File: config.mk
export PLATFORM = sky130hd
export DESIGN_NAME = win_addr_gen
export DESIGN_NICKNAME = d
export VERILOG_FILES = /design/src/rtl/win_addr_pkg.sv /design/src/rtl/win_axis_bounds.sv /design/src/rtl/win_axis_step.sv /design/src/rtl/win_axis_mirror.sv /design/src/rtl/win_addr_gen.sv
export SDC_FILE = /design/constraint.sdc
export NUM_CORES = 1
export LEC_CHECK = 0
export ABC_AREA = 1
export ABC_CLOCK_PERIOD_IN_PS = 2500
export BUFFER_PORTS_ARGS = -buffer_cell sky130_fd_sc_hd__clkbuf_2
export CORE_ASPECT_RATIO = 1.2
export CORE_UTILIZATION = 58
export CTS_CLUSTER_DIAMETER = 80
export DETAILED_ROUTE_END_ITERATION = 10
export GPL_TIMING_DRIVEN = 0
export PLACE_DENSITY = 0.92
export SETUP_SLACK_MARGIN = 0.3
export SYNTH_ARGS = -nofsm -noshare
export SYNTH_HDL_FRONTEND = slang
export SYNTH_SLANG_ARGS = --single-unit
File: constraint.sdc
create_clock -name clk -period 2.5 [get_ports clk]
set_input_delay 0.375 -clock clk [delete_from_list [all_inputs] [get_ports clk]]
set_output_delay 0.375 -clock clk [all_outputs]
set_load 0.005 [all_outputs]
File: src/rtl/win_addr_pkg.sv
package win_addr_pkg;
  typedef enum logic {
    SCAN_PAGE = 1'b0,
    SCAN_COL  = 1'b1
  } scan_dir_e;
endpackage

File: src/rtl/win_axis_bounds.sv
// Holds one axis range. Clamps values on load so that start <= end <= N-1.
module win_axis_bounds #(
  parameter int N  = 132,
  parameter int AW = $clog2(N)
) (
  input  logic          clk,
  input  logic          rst,
  input  logic          load,
  input  logic [AW-1:0] start_in,
  input  logic [AW-1:0] end_in,
  output logic [AW-1:0] start_q,
  output logic [AW-1:0] end_q,
  output logic [AW-1:0] start_d
);
  localparam logic [AW-1:0] MAXV = AW'(N - 1);

  logic [AW-1:0] s_clamp, e_lim, e_clamp;

  always_comb begin
    s_clamp = (start_in > MAXV) ? MAXV : start_in;
    e_lim   = (end_in   > MAXV) ? MAXV : end_in;
    e_clamp = (e_lim < s_clamp) ? s_clamp : e_lim;
    start_d = load ? s_clamp : start_q;
  end

  always_ff @(posedge clk) begin
    if (rst) begin
      start_q <= '0;
      end_q   <= MAXV;
    end else if (load) begin
      start_q <= s_clamp;
      end_q   <= e_clamp;
    end
  end
endmodule

File: src/rtl/win_axis_step.sv
// Next-value logic for one axis of the window counter.
module win_axis_step #(
  parameter int AW = 8
) (
  input  logic [AW-1:0] cur,
  input  logic [AW-1:0] start_v,
  input  logic [AW-1:0] end_v,
  input  logic          en,
  output logic          at_end,
  output logic [AW-1:0] nxt
);
  always_comb begin
    at_end = (cur == end_v);
    if (!en)        nxt = cur;
    else if (at_end) nxt = start_v;
    else            nxt = cur + 1'b1;
  end
endmodule

File: src/rtl/win_axis_mirror.sv
// Maps a logical line number to a physical one, reversed when inv is set.
module win_axis_mirror #(
  parameter int N  = 132,
  parameter int AW = $clog2(N)
) (
  input  logic [AW-1:0] logical,
  input  logic          inv,
  output logic [AW-1:0] physical
);
  localparam logic [AW-1:0] MAXV = AW'(N - 1);

  assign physical = inv ? (MAXV - logical) : logical;
endmodule

File: src/rtl/win_addr_gen.sv
module win_addr_gen
  import win_addr_pkg::*;
#(
  parameter int N_PAGES = 132,
  parameter int N_COLS  = 132,
  parameter int PAW     = 8,
  parameter int CAW     = 8
) (
  input  logic           clk,
  input  logic           rst,
  input  logic           page_load,
  input  logic [PAW-1:0] page_start,
  input  logic [PAW-1:0] page_end,
  input  logic           col_load,
  input  logic [CAW-1:0] col_start,
  input  logic [CAW-1:0] col_end,
  input  logic           mode_load,
  input  logic           scan_col,
  input  logic           page_mirror,
  input  logic           col_mirror,
  input  logic           acc_strobe,
  input  logic           acc_write,
  output logic [PAW-1:0] phys_page,
  output logic [CAW-1:0] phys_col,
  output logic           win_done
);
  // acc_write has no effect on addressing; reads and writes step the same way.
  logic unused_write;
  assign unused_write = acc_write;

  scan_dir_e scan_q, scan_d;
  logic      pinv_q, pinv_d, cinv_q, cinv_d;
  logic      any_load;

  logic [PAW-1:0] ps_q, pe_q, ps_d, pg_q, pg_nxt, pg_d, pg_phys_d;
  logic [CAW-1:0] cs_q, ce_q, cs_d, cl_q, cl_nxt, cl_d, cl_phys_d;
  logic           pg_at_end, cl_at_end, pg_en, cl_en, done_d;

  assign any_load = page_load | col_load | mode_load;

  win_axis_bounds #(.N(N_PAGES), .AW(PAW)) u_page_bounds (
    .clk(clk), .rst(rst), .load(page_load),
    .start_in(page_start), .end_in(page_end),
    .start_q(ps_q), .end_q(pe_q), .start_d(ps_d)
  );

  win_axis_bounds #(.N(N_COLS), .AW(CAW)) u_col_bounds (
    .clk(clk), .rst(rst), .load(col_load),
    .start_in(col_start), .end_in(col_end),
    .start_q(cs_q), .end_q(ce_q), .start_d(cs_d)
  );

  // The major axis steps on every access. The minor axis steps when the major axis wraps.
  always_comb begin
    pg_en = acc_strobe & ((scan_q == SCAN_COL) ? cl_at_end : 1'b1);
    cl_en = acc_strobe & ((scan_q == SCAN_PAGE) ? pg_at_end : 1'b1);
  end

  win_axis_step #(.AW(PAW)) u_page_step (
    .cur(pg_q), .start_v(ps_q), .end_v(pe_q), .en(pg_en),
    .at_end(pg_at_end), .nxt(pg_nxt)
  );

  win_axis_step #(.AW(CAW)) u_col_step (
    .cur(cl_q), .start_v(cs_q), .end_v(ce_q), .en(cl_en),
    .at_end(cl_at_end), .nxt(cl_nxt)
  );

  always_comb begin
    scan_d = mode_load ? scan_dir_e'(scan_col) : scan_q;
    pinv_d = mode_load ? page_mirror : pinv_q;
    cinv_d = mode_load ? col_mirror  : cinv_q;
    if (any_load) begin
      pg_d   = ps_d;
      cl_d   = cs_d;
      done_d = 1'b0;
    end else begin
      pg_d   = pg_nxt;
      cl_d   = cl_nxt;
      done_d = acc_strobe & pg_at_end & cl_at_end;
    end
  end

  win_axis_mirror #(.N(N_PAGES), .AW(PAW)) u_page_mirror (
    .logical(pg_d), .inv(pinv_d), .physical(pg_phys_d)
  );

  win_axis_mirror #(.N(N_COLS), .AW(CAW)) u_col_mirror (
    .logical(cl_d), .inv(cinv_d), .physical(cl_phys_d)
  );

  always_ff @(posedge clk) begin
    if (rst) begin
      scan_q    <= SCAN_PAGE;
      pinv_q    <= 1'b0;
      cinv_q    <= 1'b0;
      pg_q      <= '0;
      cl_q      <= '0;
      phys_page <= '0;
      phys_col  <= '0;
      win_done  <= 1'b0;
    end else begin
      scan_q    <= scan_d;
      pinv_q    <= pinv_d;
      cinv_q    <= cinv_d;
      pg_q      <= pg_d;
      cl_q      <= cl_d;
      phys_page <= pg_phys_d;
      phys_col  <= cl_phys_d;
      win_done  <= done_d;
    end
  end
endmodule

# After elaboration in Yosys (flattened, before gate mapping)
# Cells that the tools add are included.
# word_totals
ff_bits	68
input_bits	42
output_inout_bits	17
elab_cells	51
# classes
n_addsub	4
magnitude_cmp	6
eq_ne	2
muxes	20
bitwise	6
reduce_logical	1
# ops
cell	n
2-to-1 mux 8 bit	16
> comparator 8 bit (second input constant)	4
adder 8 x 1 -> 8 bit (second input constant)	2
equality test 8 bit	2
< comparator 8 bit	2
subtractor 8 bit (first input constant)	2
AND 1 bit	4
2-to-1 mux 1 bit	4
OR 1 bit	2
OR reduction 2 bit	1

# Depth between registers and ports, before layout
# Gate-level depths: netlist of the first run.
# logic_depth
word_depth	7
depth_mapped	19
depth_no_buf	18

# Hierarchy
# From an unflattened synthesis of the first run, not the netlist that was laid out.
# hier_totals
hier_cells	794
area_unflattened_um2	4933.5
# by_module_without_submodules
mod	n_inst	cells_per_inst	area_each_um2	seq_area_each_um2
win_axis_bounds	2	151	1013.5	320.3
win_addr_gen	1	210	1500.2	720.7
win_axis_step	2	108	533.0	0.0
win_axis_mirror	2	33	170.2	0.0

# Least setup slack after synthesis of the first run
# No wires, ideal clock.
# synth_timing
path_type	input to register
from	in col_end[6]
to	reg u_col_bounds.end_q[7]
setup_ns	0.123
arrival_ns	2.085
required_time_ns	2.377
setup_slack_ns	0.292
cell_stages	12
n_path_buf	0
path_cell_list	nor2_1 -> nand4_1 -> nand2_1 -> nand2_1 -> inv_1 -> ha_1 -> nand2_1 -> nor2_1 -> a211oi_1 -> nand2_1 -> o21ai_0 -> o21ai_0
# synth_between
elab_chain_cells	4
# synth_rtl
element	line_no	rtl
start: declaration	win_addr_gen.sv:16	input logic [CAW-1:0] col_end,
> comparator 8 bit	win_axis_bounds.sv:21	e_lim = (end_in > MAXV) ? MAXV : end_in;
2-to-1 mux 8 bit (*)	win_axis_bounds.sv:21	
< comparator 8 bit	win_axis_bounds.sv:22	e_clamp = (e_lim < s_clamp) ? s_clamp : e_lim;
2-to-1 mux 8 bit (*)	win_axis_bounds.sv:22	
end signal: assignment	win_axis_bounds.sv:32	end_q <= e_clamp;
end: declaration	win_axis_bounds.sv:12	output logic [AW-1:0] end_q,
# Mark *: on every way between the ends. The rest lies on a longest branch, timed or not.
# A chain may end at the register's enable or synchronous reset.

# Worst setup path in the final report of the first run
# layout_timing
from	in page_start[2]
to	reg u_page_bounds.end_q[2]
# layout_between
elab_chain_cells	4
# layout_rtl
element	line_no	rtl
start: declaration	win_addr_gen.sv:12	input logic [PAW-1:0] page_start,
> comparator 8 bit	win_axis_bounds.sv:20	s_clamp = (start_in > MAXV) ? MAXV : start_in;
2-to-1 mux 8 bit (*)	win_axis_bounds.sv:20	
< comparator 8 bit	win_axis_bounds.sv:22	
2-to-1 mux 8 bit (*)	win_axis_bounds.sv:22	
end signal: assignment	win_axis_bounds.sv:32	
end: declaration	win_axis_bounds.sv:12	
# Marks and branches as above.

==> metrics, run 1 <==
status complete, no violations; Worst Hold Endpoint scan_q$_SDFFE_PP0P_; Reg-to-Reg Start phys_col[2]$_SDFF_PP0_; gate count after technology mapping 662; share of layout cells above drive strength 1 23.7%; Die Y 96.1 um; Peak Freq 0.458 GHz; core area 0.00698 mm2; drt via density 5.62; sw power 0.950 mW; drt pass-1 iters 5; Synth Warn # 0; Avg WL per Cell 14.7 um; Clk pin slew, worst setup/hold paths 0.08 ns; Design Power 2.98 mW; FILL cells 564; Tot GR Track Use 31.7%; setup ws final 0.317 ns; count leader, synth nand2_1; Die ar. 0.00773 mm2; relative slew slack 56.8%; Seq/Total Area, Yosys 30.9%; H-Tree Depth 3; WP depth 16; FF-to-FF path depth 17; Pint 2.03 mW; Syn Std Cell Area 0.00428 mm2; Final Cycle Share 87.3%; Antenna Violating Nets Remaining 0; die width 80.4 um; Synth async-reset ratio 0%; total wire length 12400 um; peak supply drop 0.000459 V; sequential power share 40.0%; largest cells by area after synthesis dfxtp_1, nand2_1, nor2_1, inv_1, nand3_1; RR Endpoint phys_page[7]$_SDFF_PP0_; final hold violation count 0; Hold Path Origin scan_col; transition time of the tightest slew-check pin 0.643 ns; leakage 2.66 nW; mean area per synthesized cell 6.46 um2; DPL Wire Length 8560 um; total CTS buffers 9; Commonest cells post-synth nand2_1, nor2_1, inv_1; Port Buffers 55; Initial Util 61.3%; Slew Limit Fails 0; clk root buf clkbuf_8; Placer Congestion 0.935; kind of critical path input port to flip-flop; critical path capture point type flip-flop; Switching Fraction 31.9%; vias in the first global route 4514; Top delay family on crit path simple AND/OR/NAND/NOR gates; CP arrival 2.45 ns; CTS tree done; Critical Path, Cell by Cell clkbuf_2, nor2_1, nand4_1, nand2_1, inv_1, nor2_1, inv_1, ha_1, a21oi_1, nor2_1, a211oi_2, nand2_2, buf_2, nand2_1, nand3_1, a21oi_1; first-pass GRT wire length 19000 um; initial antenna violation count 0; Final nets 810; CP Max Fanout 5; total gr overflow 0; Rows 33; Comb power frac 25.8%; clock share of power 34.3%; hold path depth 3; largest net degree at the start of global routing 12; Final Instance Area 0.00522 mm2; Seq cells post-synth 66; Top FF cell, synth dfxtp_1; clk_lat worst skew 0.35 ns; Final Setup Violations 0; Pwr per Cell Area 571 mW/mm2; Fin Clk Skew 0.00715 ns; Max Cap Viol 0; RSZ-0062 raised after global routing true; Bufs and invs on worst path 4; slowest stage cell on the critical path a211oi_2; CP max stage delay 0.26 ns; first-iteration detailed-routing DRC count 414; hold crit path type input port to flip-flop; EDFF count, synth 0; type of origin of the critical path input port; post-route minimum period 2.18 ns; # DRC 0; # diodes 0; IO Pins 59; post-synth top area share 30.9%; DR vias 4733; clock sinks 66; pre-CTS WS -0.0758 ns; area growth from synthesis to layout 22.0%; Mapped Nets 722; post-synth top area cell dfxtp_1; CP required 2.77 ns; synth unique cells 36; Area after DPL 0.00467 mm2; Final Util 74.8%; setup slack, reg-to-reg 0.37 ns; crit-path most repeated cell nor2_1; CTS Buffer Depth 2
-- what timing repair did --
action	4_1_cts	5_1_grt
setup buffers	5	16
gates cloned	0	1
pin swaps	2	19
setup endpoints to repair	4	30
resized for setup	4	55
hold buffers	0	0
-- metal layers --
layer  global-route usage, %  vias to the layer above  part of all wire (%)
li1                        -                     2272                     -
met1                    33.0                     2120                    37
met2                    58.8                      248                    50
met3                    5.12                       93                   6.1
met4                    19.9                        0                   6.7
met5                       0                        -                     0
-- layout by cell type, fill, tap and decap left out, types with 4 or more instances in the layout --
cell type,instances
nand2_1,176
nor2_1,78
inv_1,71
dfxtp_1,58
clkbuf_2,55
nand3_1,46
o21ai_0,39
a21oi_1,34
buf_4,22
nand2_2,16
ha_1,16
clkbuf_1,13
clkbuf_8,10
xnor2_1,9
nor2_2,9
nand2_4,9
dfxtp_2,8
inv_2,7
nor2_4,7
xor2_1,7
o21ai_1,6
buf_2,5
buf_6,5
or2_2,5
nand4_1,4
nand3b_1,4
a31oi_1,4
-- cells by family after synthesis --
kind of cell               Yosys count  share of synthesized area [%]
and+or+nand+nor                    361                           37.3
buffers and inverters              102                           9.82
AOI/OAI and AO/OA                   97                           12.7
DFF                                 66                           30.9
xor gates and xnor gates            18                           4.04
adders and majority gates           18                           5.26
-- registers in the layout, indices dropped and copies added, names as in the netlist --
signal                 count
pinv_q                     1
pg_q                       7
u_page_bounds.start_q      8
u_col_bounds.end_q         8
scan_q                     1
u_page_bounds.end_q        8
win_done                   1
phys_col                   8
cl_q                       7
phys_page                  8
u_col_bounds.start_q       8
cinv_q                     1
-- cell type report --
type                            instances  area [um2]  share of cell area [%]
Multi-Input combinational cell        494        2680                    51.4
Sequential cell                        66        1330                    25.5
Timing Repair Buffer                   77         442                    8.46
Inverter                               78         293                    5.61
Clock buffer                           12         145                    2.78
Buffer                                 24         144                    2.76
Tap cell                               87         109                    2.08
Clock inverter                          4        75.1                    1.44
-- per-stage QoR --
step / hold slack (ns) / TNS, ns / instances
2_1_floorplan: 0.458 / 0 / 662
3_3_place_gp: 0.471 / 0 / 804
3_5_place_dp: 0.480 / -0.273 / 804
4_1_cts: 0.323 / 0 / 825
5_1_grt: 0.341 / 0 / 842
6_report: 0.325 / 0 / 842
-- how the worst max path moves through the flow --
stage,startpoint,end
after floorplan,col_end[6],u_col_bounds.end_q[0]$_SDFFE_PP1P_
after global placement,col_end[6],u_col_bounds.end_q[0]$_SDFFE_PP1P_
after detailed placement,col_end[6],u_col_bounds.end_q[0]$_SDFFE_PP1P_
after CTS,phys_page[2]$_SDFF_PP0_,phys_page[4]$_SDFF_PP0_
after global routing,page_start[5],u_page_bounds.end_q[1]$_SDFFE_PP1P_
final,page_start[2],u_page_bounds.end_q[2]$_SDFFE_PP0P_
-- power groups by stage --
stage	sequential, mW	clock, mW	combinational [mW]
finish	1.19	1.02	0.768
global route	1.20	1.06	0.853
CTS	1.19	1.01	0.669
detailed placement	1.21	0	0.651
global placement	1.21	0	0.628
floorplan	1.20	0	0.472
-- worst register-to-register path, cell delays in order (launching register included) --
cell,delay [ns]
dfxtp_2,0.33
buf_6,0.12
xnor2_2,0.14
nand2_1,0.08
nor2_2,0.15
nand2_4,0.11
nand2_2,0.09
nand2_2,0.07
buf_8,0.16
buf_6,0.13
nand2_4,0.05
nand2_2,0.05
nand2_2,0.06
nand2_2,0.07
nor2_2,0.13
nand3_1,0.12
nor2_2,0.14
a21oi_2,0.04
No activity file was read; power rests on OpenSTA's default activity.
==> run 2, diff against run 1 <==
--- a/config.mk
+++ b/config.mk
@@ -9,11 +9,12 @@
 export ABC_CLOCK_PERIOD_IN_PS = 2500
 export BUFFER_PORTS_ARGS = -buffer_cell sky130_fd_sc_hd__clkbuf_2
 export CORE_ASPECT_RATIO = 1.2
-export CORE_UTILIZATION = 58
+export CORE_UTILIZATION = 60
+export CTS_BUF_LIST = sky130_fd_sc_hd__clkbuf_8
 export CTS_CLUSTER_DIAMETER = 80
 export DETAILED_ROUTE_END_ITERATION = 10
 export GPL_TIMING_DRIVEN = 0
-export PLACE_DENSITY = 0.92
+export PLACE_DENSITY = 0.95
 export SETUP_SLACK_MARGIN = 0.3
 export SYNTH_ARGS = -nofsm -noshare
 export SYNTH_HDL_FRONTEND = slang
==> constraint.sdc (replaced) <==
create_clock -name clk -period 2.5 [get_ports clk]
set_input_delay 0.375 -clock clk [delete_from_list [all_inputs] [get_ports clk]]
set_output_delay 0.375 -clock clk [all_outputs]
set_load 0.1 [all_outputs]
==> metrics, run 2 (synthesis results as in run 1) <==
IO Pins 59 (unchanged); Rows 33 (unchanged); CP Max Fanout 8 (was 5); Slew Limit Fails 0 (unchanged); Die ar. 0.00747 mm2 (was 0.00773 mm2); CTS Buffer Depth 2 (unchanged); share of layout cells above drive strength 1 23.2% (was 23.7%); Initial Util 62.4% (was 61.3%); CP required 2.79 ns (was 2.77 ns); largest net degree at the start of global routing 12 (unchanged); Reg-to-Reg Start pg_q[7]$_SDFF_PP0_ (was phys_col[2]$_SDFF_PP0_); highest metal used met4 (unchanged); DR vias 4590 (was 4733); initial antenna violation count 0 (unchanged); area growth from synthesis to layout 21.5% (was 22.0%); relative slew slack 55.9% (was 56.8%); Max Cap Viol 0 (unchanged); peak supply drop 0.000473 V (was 0.000459 V); first-iteration detailed-routing DRC count 436 (was 414); Critical Path End phys_col[7]$_SDFF_PP0_ (was u_page_bounds.end_q[2]$_SDFFE_PP0P_); drt via density 5.48 (was 5.62); # diodes 0 (unchanged); first-pass GRT wire length 18900 um (was 19000 um); drt pass-1 iters 5 (unchanged); kind of critical path flip-flop to flip-flop (was input port to flip-flop); clk_lat worst skew 0.36 ns (was 0.35 ns); setup slack, reg-to-reg 0.23 ns (was 0.37 ns); Tot GR Track Use 32.5% (was 31.7%); Final Setup Violations 0 (unchanged); core area 0.00685 mm2 (was 0.00698 mm2); critical path capture point type flip-flop (unchanged); CTS tree done (unchanged); commonest non-fill, non-tap cell in the layout nand2_1 (unchanged); total gr overflow 0 (unchanged); metal2 WL 6400 um (was 6150 um); Antenna Violating Nets Remaining 0 (unchanged); commonest non-fill, non-tap cells in the layout nand2_1, nor2_1, inv_1, dfxtp_1, clkbuf_2 (unchanged); DPL Wire Length 8630 um (was 8560 um); Critical Path Source pg_q[7]$_SDFF_PP0_ (was page_start[2]); vias in the first global route 4275 (was 4514); Fin Clk Skew 0.00675 ns (was 0.00715 ns); Avg WL per Cell 14.5 um (was 14.7 um); Clk pin slew, worst setup/hold paths 0.07 ns (was 0.08 ns); # DRC 0 (unchanged); leakage 2.64 nW (was 2.66 nW); FF-to-FF path depth 14 (was 17); post-route minimum period 2.27 ns (was 2.18 ns); clock sinks 66 (unchanged); die width 79.1 um (was 80.4 um); status complete, no violations (unchanged); WL met1 4540 um (was 4620 um); RR Endpoint phys_col[7]$_SDFF_PP0_ (was phys_page[7]$_SDFF_PP0_); total wire length 12200 um (was 12400 um); Peak Freq 0.441 GHz (was 0.458 GHz); H-Tree Depth 3 (unchanged); Port Buffers 55 (unchanged); hold crit path type input port to flip-flop (unchanged); CP arrival 2.56 ns (was 2.45 ns); clk root buf clkbuf_8 (unchanged); Setup TNS Final 0 ns (unchanged); Final Cycle Share 90.7% (was 87.3%); Placer Congestion 0.915 (was 0.935); setup ws final 0.231 ns (was 0.317 ns); RSZ-0062 raised after global routing true (unchanged); type of origin of the critical path flip-flop (was input port); Pwr per Cell Area 582 mW/mm2 (was 571 mW/mm2); final hold violation count 0 (unchanged); FILL cells 539 (was 564); Die Y 94.5 um (was 96.1 um); pre-CTS WS -0.0332 ns (was -0.0758 ns); transition time of the tightest slew-check pin 0.662 ns (was 0.643 ns); Met3 Wirelength 668 um (was 756 um); total CTS buffers 9 (unchanged); Final nets 806 (was 810)
==> run 2: changes by cell type in the layout (fill, tap and decap cells not counted), sizes merged <==
cell      change
inv           +1
clkbuf        -2
buf           -5
bufinv        -1
clkinvlp      -1
clkinv        +4
==> run 2: report_power, final <==
group	internal, mW	leakage, nW	switching, mW
Clock	0.449	0.100	0.434
Combinational	0.304	1.99	0.649
Sequential	1.14	0.549	0.0574
Total	1.89	2.64	1.14
==> run 2: worst min-delay path by stage <==
stage / cells past startpoint / slack, ns / start / endpoint
CTS: 3 / 0.34 / col_start[2] / u_col_bounds.start_q[2]$_SDFF_PP0_
floorplan: 2 / 0.46 / u_col_bounds.end_q[3]$_SDFFE_PP0P_ / u_col_bounds.end_q[3]$_SDFFE_PP0P_
finish: 3 / 0.35 / col_start[2] / u_col_bounds.start_q[2]$_SDFF_PP0_
global route: 3 / 0.34 / scan_col / scan_q$_SDFFE_PP0P_
detailed placement: 2 / 0.48 / u_page_bounds.end_q[3]$_SDFFE_PP0P_ / u_page_bounds.end_q[3]$_SDFFE_PP0P_
global placement: 2 / 0.47 / u_col_bounds.end_q[3]$_SDFFE_PP0P_ / u_col_bounds.end_q[3]$_SDFFE_PP0P_
==> run 2: timing repair <==
action,in CTS,in global routing
setup buffers,3,14
pin swaps,4,15
hold buffers,0,0
cloned,0,1
endpoints found under the setup margin,4,28
resized for setup,2,56
==> run 2: routing by layer <==
metal | up-vias | track usage (%)
met1 | 2089 | 35.0
met3 | 50 | 3.57
met5 | - | 0
li1 | 2266 | -
met2 | 185 | 61.3
met4 | 0 | 17.6
==> run 2: metrics by stage <==
step	hold slack, ns	cell area [um2]	std cells	power, mW	util [%]
3_3_place_gp	0.471	4670	804	2.02	68.1
6_report	0.348	5200	838	3.03	75.9
2_1_floorplan	0.458	4280	662	1.86	-
4_1_cts	0.339	4880	823	2.92	71.2
3_5_place_dp	0.478	4670	804	2.05	68.1
5_1_grt	0.337	5200	838	3.17	75.9
==> run 2: critical path, cell delays in order, from the launching register on <==
cell and delay, ns:
dfxtp_1 0.44, xnor2_1 0.18, nand2_1 0.13, nor2_4 0.20, nand2_4 0.13, nand2_4 0.10
nand2_4 0.09, nor2_2 0.12, nor2_2 0.06, nor2_4 0.19, buf_6 0.13, nand2_2 0.06
nor2_4 0.13, a21oi_1 0.10, nor2_1 0.14
==> run 2: cell type report <==
cell class	count	area, um2	area share [%]
timing repair buffer	73	435	8.37
tap	87	109	2.09
inverter	78	293	5.63
clock buffer	9	124	2.38
clock inverter	7	61.3	1.18
sequential	66	1330	25.6
buffer	24	140	2.69
multi-input combinational	494	2710	52.0
